[src/rtl/pinbank_pkg.sv]
`timescale 1ns/1ps
package pinbank_pkg;

  localparam int unsigned PB_BITS_PER_PIN = 2;

  typedef enum logic [1:0] {
    PB_SEL_NONE = 2'd0,
    PB_SEL_CTRL = 2'd1,
    PB_SEL_DATA = 2'd2
  } pb_sel_e;

endpackage

[src/rtl/pinbank_rst_sync.sv]
`timescale 1ns/1ps
module pinbank_rst_sync #(
  parameter int unsigned STAGES = 2
) (
  input  logic clk,
  input  logic rst_n,
  output logic rst_sync_n
);

  logic [STAGES-1:0] chain_q;
  logic [STAGES-1:0] chain_d;

  always_comb begin
    chain_d = {chain_q[STAGES-2:0], 1'b1};
  end

  always_ff @(posedge clk or negedge rst_n) begin
    if (!rst_n) chain_q <= '0;
    else        chain_q <= chain_d;
  end

  assign rst_sync_n = chain_q[STAGES-1];

endmodule

[src/rtl/pinbank_sync.sv]
`timescale 1ns/1ps
module pinbank_sync #(
  parameter int unsigned WIDTH  = 16,
  parameter int unsigned STAGES = 2
) (
  input  logic             clk,
  input  logic             rst_n,
  input  logic [WIDTH-1:0] din,
  output logic [WIDTH-1:0] dout
);

  logic [WIDTH-1:0] stage_q [STAGES];

  for (genvar s = 0; s < STAGES; s++) begin : g_stage
    logic [WIDTH-1:0] stage_d;
    if (s == 0) begin : g_first
      assign stage_d = din;
    end else begin : g_next
      assign stage_d = stage_q[s-1];
    end
    always_ff @(posedge clk or negedge rst_n) begin
      if (!rst_n) stage_q[s] <= '0;
      else        stage_q[s] <= stage_d;
    end
  end

  assign dout = stage_q[STAGES-1];

endmodule

[src/rtl/pinbank_regs.sv]
`timescale 1ns/1ps
module pinbank_regs #(
  parameter int unsigned NPINS = 16
) (
  input  logic               clk,
  input  logic               rst_n,
  input  logic               ctrl_we,
  input  logic               data_we,
  input  logic [2*NPINS-1:0] wdata,
  output logic [2*NPINS-1:0] ctrl_q,
  output logic [NPINS-1:0]   latch_q,
  output logic [NPINS-1:0]   oe,
  output logic [NPINS-1:0]   pu
);

  localparam int unsigned CW = 2 * NPINS;

  logic [CW-1:0]    ctrl_d;
  logic [NPINS-1:0] latch_d;

  // next-state
  always_comb begin
    ctrl_d  = ctrl_we ? wdata : ctrl_q;
    latch_d = data_we ? wdata[NPINS-1:0] : latch_q;
  end

  // control word: cleared by reset
  always_ff @(posedge clk or negedge rst_n) begin
    if (!rst_n) ctrl_q <= '0;
    else        ctrl_q <= ctrl_d;
  end

  // output latch: deliberately outside every reset
  always_ff @(posedge clk) begin
    latch_q <= latch_d;
  end

  // per-pin decode of the interleaved control pairs
  for (genvar p = 0; p < NPINS; p++) begin : g_pin
    logic dir_bit;
    logic pull_off_bit;
    assign dir_bit      = ctrl_q[2*p];
    assign pull_off_bit = ctrl_q[2*p+1];
    assign oe[p]        = dir_bit;
    assign pu[p]        = ~pull_off_bit & ~dir_bit;
  end

endmodule

[src/rtl/pinbank_rdport.sv]
`timescale 1ns/1ps
module pinbank_rdport
  import pinbank_pkg::*;
#(
  parameter int unsigned NPINS = 16
) (
  input  logic               clk,
  input  logic               rst_n,
  input  logic               rd_en,
  input  pb_sel_e            sel,
  input  logic [2*NPINS-1:0] ctrl_q,
  input  logic [NPINS-1:0]   latch_q,
  input  logic [NPINS-1:0]   oe,
  input  logic [NPINS-1:0]   pin_sync,
  output logic [2*NPINS-1:0] rdata
);

  localparam int unsigned DW = 2 * NPINS;

  logic [NPINS-1:0] mix;
  logic [DW-1:0]    rd_word;
  logic [DW-1:0]    rdata_d;
  logic [DW-1:0]    rdata_q;

  for (genvar b = 0; b < NPINS; b++) begin : g_mix
    assign mix[b] = oe[b] ? latch_q[b] : pin_sync[b];
  end

  always_comb begin
    unique case (sel)
      PB_SEL_CTRL: rd_word = ctrl_q;
      PB_SEL_DATA: rd_word = {{(DW-NPINS){1'b0}}, mix};
      default:     rd_word = '0;
    endcase
    rdata_d = rd_en ? rd_word : rdata_q;
  end

  always_ff @(posedge clk or negedge rst_n) begin
    if (!rst_n) rdata_q <= '0;
    else        rdata_q <= rdata_d;
  end

  assign rdata = rdata_q;

endmodule

[src/rtl/pinbank_port.sv]
`timescale 1ns/1ps
module pinbank_port
  import pinbank_pkg::*;
#(
  parameter int unsigned NPINS       = 16,
  parameter int unsigned AW          = 4,
  parameter int unsigned CTRL_ADDR   = 0,
  parameter int unsigned DATA_ADDR   = 1,
  parameter int unsigned SYNC_STAGES = 2
) (
  input  logic                 clk,
  input  logic                 rst_n,
  input  logic                 bus_wr,
  input  logic                 bus_rd,
  input  logic [AW-1:0]        bus_addr,
  input  logic [2*NPINS-1:0]   bus_wdata,
  output logic [2*NPINS-1:0]   bus_rdata,
  input  logic [NPINS-1:0]     pin_in,
  output logic [NPINS-1:0]     pin_out,
  output logic [NPINS-1:0]     pin_oe,
  output logic [NPINS-1:0]     pin_pu
);

  localparam int unsigned DW = PB_BITS_PER_PIN * NPINS;
  localparam logic [AW-1:0] CTRL_A = AW'(CTRL_ADDR);
  localparam logic [AW-1:0] DATA_A = AW'(DATA_ADDR);

  logic             rst_sync_n;
  pb_sel_e          sel;
  logic             ctrl_we;
  logic             data_we;
  logic [DW-1:0]    ctrl_q;
  logic [NPINS-1:0] latch_q;
  logic [NPINS-1:0] pin_sync;

  pinbank_rst_sync #(.STAGES(2)) u_rst (
    .clk        (clk),
    .rst_n      (rst_n),
    .rst_sync_n (rst_sync_n)
  );

  // address decode
  always_comb begin
    if (bus_addr == CTRL_A)      sel = PB_SEL_CTRL;
    else if (bus_addr == DATA_A) sel = PB_SEL_DATA;
    else                         sel = PB_SEL_NONE;
    ctrl_we = bus_wr && (sel == PB_SEL_CTRL);
    data_we = bus_wr && (sel == PB_SEL_DATA);
  end

  pinbank_sync #(.WIDTH(NPINS), .STAGES(SYNC_STAGES)) u_sync (
    .clk   (clk),
    .rst_n (rst_sync_n),
    .din   (pin_in),
    .dout  (pin_sync)
  );

  pinbank_regs #(.NPINS(NPINS)) u_regs (
    .clk     (clk),
    .rst_n   (rst_sync_n),
    .ctrl_we (ctrl_we),
    .data_we (data_we),
    .wdata   (bus_wdata),
    .ctrl_q  (ctrl_q),
    .latch_q (latch_q),
    .oe      (pin_oe),
    .pu      (pin_pu)
  );

  pinbank_rdport #(.NPINS(NPINS)) u_rd (
    .clk      (clk),
    .rst_n    (rst_sync_n),
    .rd_en    (bus_rd),
    .sel      (sel),
    .ctrl_q   (ctrl_q),
    .latch_q  (latch_q),
    .oe       (pin_oe),
    .pin_sync (pin_sync),
    .rdata    (bus_rdata)
  );

  assign pin_out = latch_q;

endmodule

[config.mk]
export PLATFORM = sky130hd
export DESIGN_NAME = pinbank_port
export DESIGN_NICKNAME = d
export VERILOG_FILES = /design/src/rtl/pinbank_pkg.sv /design/src/rtl/pinbank_rst_sync.sv /design/src/rtl/pinbank_sync.sv /design/src/rtl/pinbank_regs.sv /design/src/rtl/pinbank_rdport.sv /design/src/rtl/pinbank_port.sv
export SDC_FILE = /design/constraint.sdc
export NUM_CORES = 1
export LEC_CHECK = 0
export ABC_AREA = 1
export ABC_CLOCK_PERIOD_IN_PS = 2900
export BUFFER_PORTS_ARGS = -buffer_cell sky130_fd_sc_hd__buf_4
export CORE_MARGIN = 10
export CORE_UTILIZATION = 46
export CTS_CLUSTER_SIZE = 10
export DETAILED_ROUTE_END_ITERATION = 8
export GPL_TIMING_DRIVEN = 0
export MAX_ROUTING_LAYER = met4
export PLACE_DENSITY = 0.83
export SLEW_MARGIN = 20
export SYNTH_ARGS = -nofsm -noshare
export SYNTH_HDL_FRONTEND = slang
export SYNTH_SLANG_ARGS = --single-unit
[constraint.sdc]
create_clock -name clk -period 2.9 [get_ports clk]
set_input_delay 0.58 -clock clk [delete_from_list [all_inputs] [get_ports clk]]
set_output_delay 0.58 -clock clk [all_outputs]
set_load 0.05 [all_outputs]
==> summary.md <==
| Metric | Value |
|---|---|
| Post-layout min period | `1.87 ns` |
| Diode count | `0` |
| # IOs | `136` |
| Vias in the first global route | `3827` |
| CTS resizes | `0` |
| CP startpoint kind | `flip-flop` |
| Initial antenna violation count | `0` |
| Site Rows | `35` |
| Yosys top cell by area | `dfrtp_1` |
| DP Area | `0.00566 mm^2` |
| Post-DP HPWL | `9270 um` |
| Design Area, Final | `0.00619 mm^2` |
| Pin count of the biggest net entering global routing | `42` |
| Clock H-tree levels | `4` |
| Hold Path Class | `input port to flip-flop` |
| Clk_lat worst skew | `0.51 ns` |
| Root Driver | `clkbuf_8` |
| Fin nets | `665` |
| Worst-path clk slew | `0.06 ns` |
| Wire per inst | `17.0 um` |
| WL final | `12800 um` |
| Worst reg2reg path startpoint | `u_rst.chain_q[1]$_DFF_PN0_` |
| CTS buffer count | `17` |
| CP required | `2.32 ns` |
| Vias per cell | `4.79` |
| Leakage | `3.22 nW` |
| Non-Filler Instances | `751` |
| Post-synthesis average cell area | `9.82 um^2` |
| Pwr Total | `4.87 mW` |
| Starting Density | `0.475` |
| Clk_skew | `0.00848 ns` |
| Critical Path Start | `u_regs.ctrl_q[10]$_DFFE_PN0P_` |
| Synth Flop Type | `dfrtp_1` |
| DP Cell Count | `718` |
| Worst Tran Pin Value | `0.647 ns` |
| Final setup vio count | `0` |
| # clock sinks | `114` |
| RSZ-0062 raised after global routing | `no` |
| Post-synth EDFFs | `16` |
| Syn nets | `507` |
| First-pass GRT wire length | `20000 um` |
| Die Wd | `118 um` |
| CP Capture Type | `output pin` |
| Clk buf depth | `2` |
| Area Growth Syn to Fin | `39.9%` |
| Synth cell count leaders | `188 x nand2_1, 98 x dfrtp_1, 32 x o21ai_0` |
| VDD IR max | `0.000418 V` |
| Global Route Usage Sum | `0.187` |
| Final Max Slew Viols | `0` |
| Reg2reg path depth | `2` |
| Aggregate global routing overflow | `0` |
| Residual DRC | `0` |
| CP arrival | `1.29 ns` |
| Register area share after synthesis | `0.662` |
| Area of the core | `0.00933 mm^2` |
| Flops & latches, synth | `114` |
| Status | `finished, final reports clean` |
| WS Path Type | `flip-flop to output pin` |
| Reg2reg end | `u_regs.ctrl_q[11]$_DFFE_PN0P_` |
| PwrDens | `787 mW/mm^2` |
| Layout cells sized above 1 | `0.325` |
| R2R Setup Slk | `1.91 ns` |
| Final period utilization | `0.645` |
| Unique masters post-synth | `17` |
| Slew margin rel. | `0.569` |
| Worst setup endpoint | `pin_pu[5]` |
| Placer Congestion | `0.796` |
| Count leader, synth | `nand2_1` |
| Post-synthesis cell count | `451` |
| Port bufs | `134` |
| DR vias | `3594` |
| Largest cells by area after synthesis | `dfrtp_1 55%, nand2_1 16%, edfxtp_1 11%, o21ai_0 3.6%, buf_4 3.2%` |
| Max Fclk | `535 MHz` |
| # fillers | `724` |
| Max Cap Viol | `0` |
| Detail Route Antenna Nets | `0` |
| Final number of hold-violating endpoints | `0` |
| TritonRoute pass-1 iters | `4` |
| Die ar. | `0.0140 mm^2` |
| Initial DRC count | `264` |
| CP Max Fanout | `5` |
| Async set-or-reset flop fraction in the synthesized netlist | `0.860` |
| Final Util | `0.664` |
| Netlist Area Pre-Place | `0.00443 mm^2` |
| Post-synth top area share | `0.554` |
| Final setup TNS | `0 ns` |
| Warnings from Yosys | `0` |
| CTS tree | `done` |
| Die Ht | `118 um` |
## layout make-up
class	count	area (um^2)	share of cell area
buffer	34	210	0.0339
clock buffer	22	463	0.0747
clock inverter	10	61.3	0.00990
inverter	28	105	0.0170
multi-input combinational	275	1180	0.191
sequential	114	2940	0.474
tap	129	161	0.0261
timing repair buffer	139	1070	0.173
## worst max-delay path: stages (launching register included)
cell and delay (ns):
dfrtp_1 0.43, nor2_1 0.14, buf_4 0.22
## worst min path at each step
stage,startpoint,to,depth (start not counted)
final,pin_in[0],u_sync.g_stage[1].stage_d[0]$_DFF_PN0_,1
after global routing,pin_in[0],u_sync.g_stage[1].stage_d[0]$_DFF_PN0_,1
after CTS,pin_in[0],u_sync.g_stage[1].stage_d[0]$_DFF_PN0_,1
after detailed placement,u_rst.chain_q[1]$_DFF_PN0_,u_sync.g_stage[1].stage_d[10]$_DFF_PN0_,0
after global placement,u_sync.g_stage[1].stage_d[2]$_DFF_PN0_,u_sync.dout[2]$_DFF_PN0_,0
after floorplan,rst_n,u_rst.chain_q[0]$_DFF_PN0_,0
## registers in the layout, indices dropped and copies added (netlist names)
name	cells
u_rd.rdata	32
u_regs.ctrl_q	32
u_regs.latch_q	16
u_rst.chain_q	2
u_sync.dout	16
u_sync.g_stage.stage_d	16
## per-stage QoR
stage / worst slack, ns / hold WS (ns)
floorplan: 0.454 / 0.284
global placement: -0.759 / 0.333
detailed placement: 0.945 / 0.221
CTS: 1.01 / 0.153
global route: 0.984 / 0.157
finish: 1.03 / 0.172
## placed cells by master, fill, tap and decap left out
cell	instances
buf_2	9
nand2_1	188
nand3_1	16
clkbuf_16	16
clkbuf_1	8
dfrtp_1	97
o21ai_0	32
conb_1	1
nor2_2	2
buf_12	2
o21ai_1	1
dlygate4sd3_1	1
nor2_1	17
clkinv_2	6
buf_4	155
edfxtp_1	16
nor2_8	1
clkbuf_8	4
o31ai_1	15
inv_1	28
clkinv_4	1
dfrtp_4	1
nand2_4	1
clkinvlp_4	3
nor3_2	1
## cell families after synthesis
kind of cell           share of synthesized area
other                                   0.000847
flip-flops                                 0.662
AO/OA/AOI/OAI                             0.0627
AND/OR/NAND/NOR                            0.203
buffers and inverters                     0.0712
## report_power, final
group | total [mW] | internal [mW] | switching (mW) | leakage (nW)
Combinational | 1.18 | 0.379 | 0.798 | 1.60
Sequential | 1.90 | 1.77 | 0.130 | 1.37
Clock | 1.79 | 1.11 | 0.686 | 0.256
Total | 4.87 | 3.26 | 1.61 | 3.22
## per-layer routing
layer  routed length (um)  global-route usage  up-vias
met3                  838              0.0499       29
met2                 6450               0.303      141
met5                    0                   -        -
met4                  337              0.0896        0
met1                 5150               0.212     1696
li1                     -                   -     1728
## repair_timing
item | CTS | global route
hold endpoints to repair | 2 | 0
hold buffers | 1 | 0
setup buffers | 0 | 0
(Power assumes the default switching activity.)
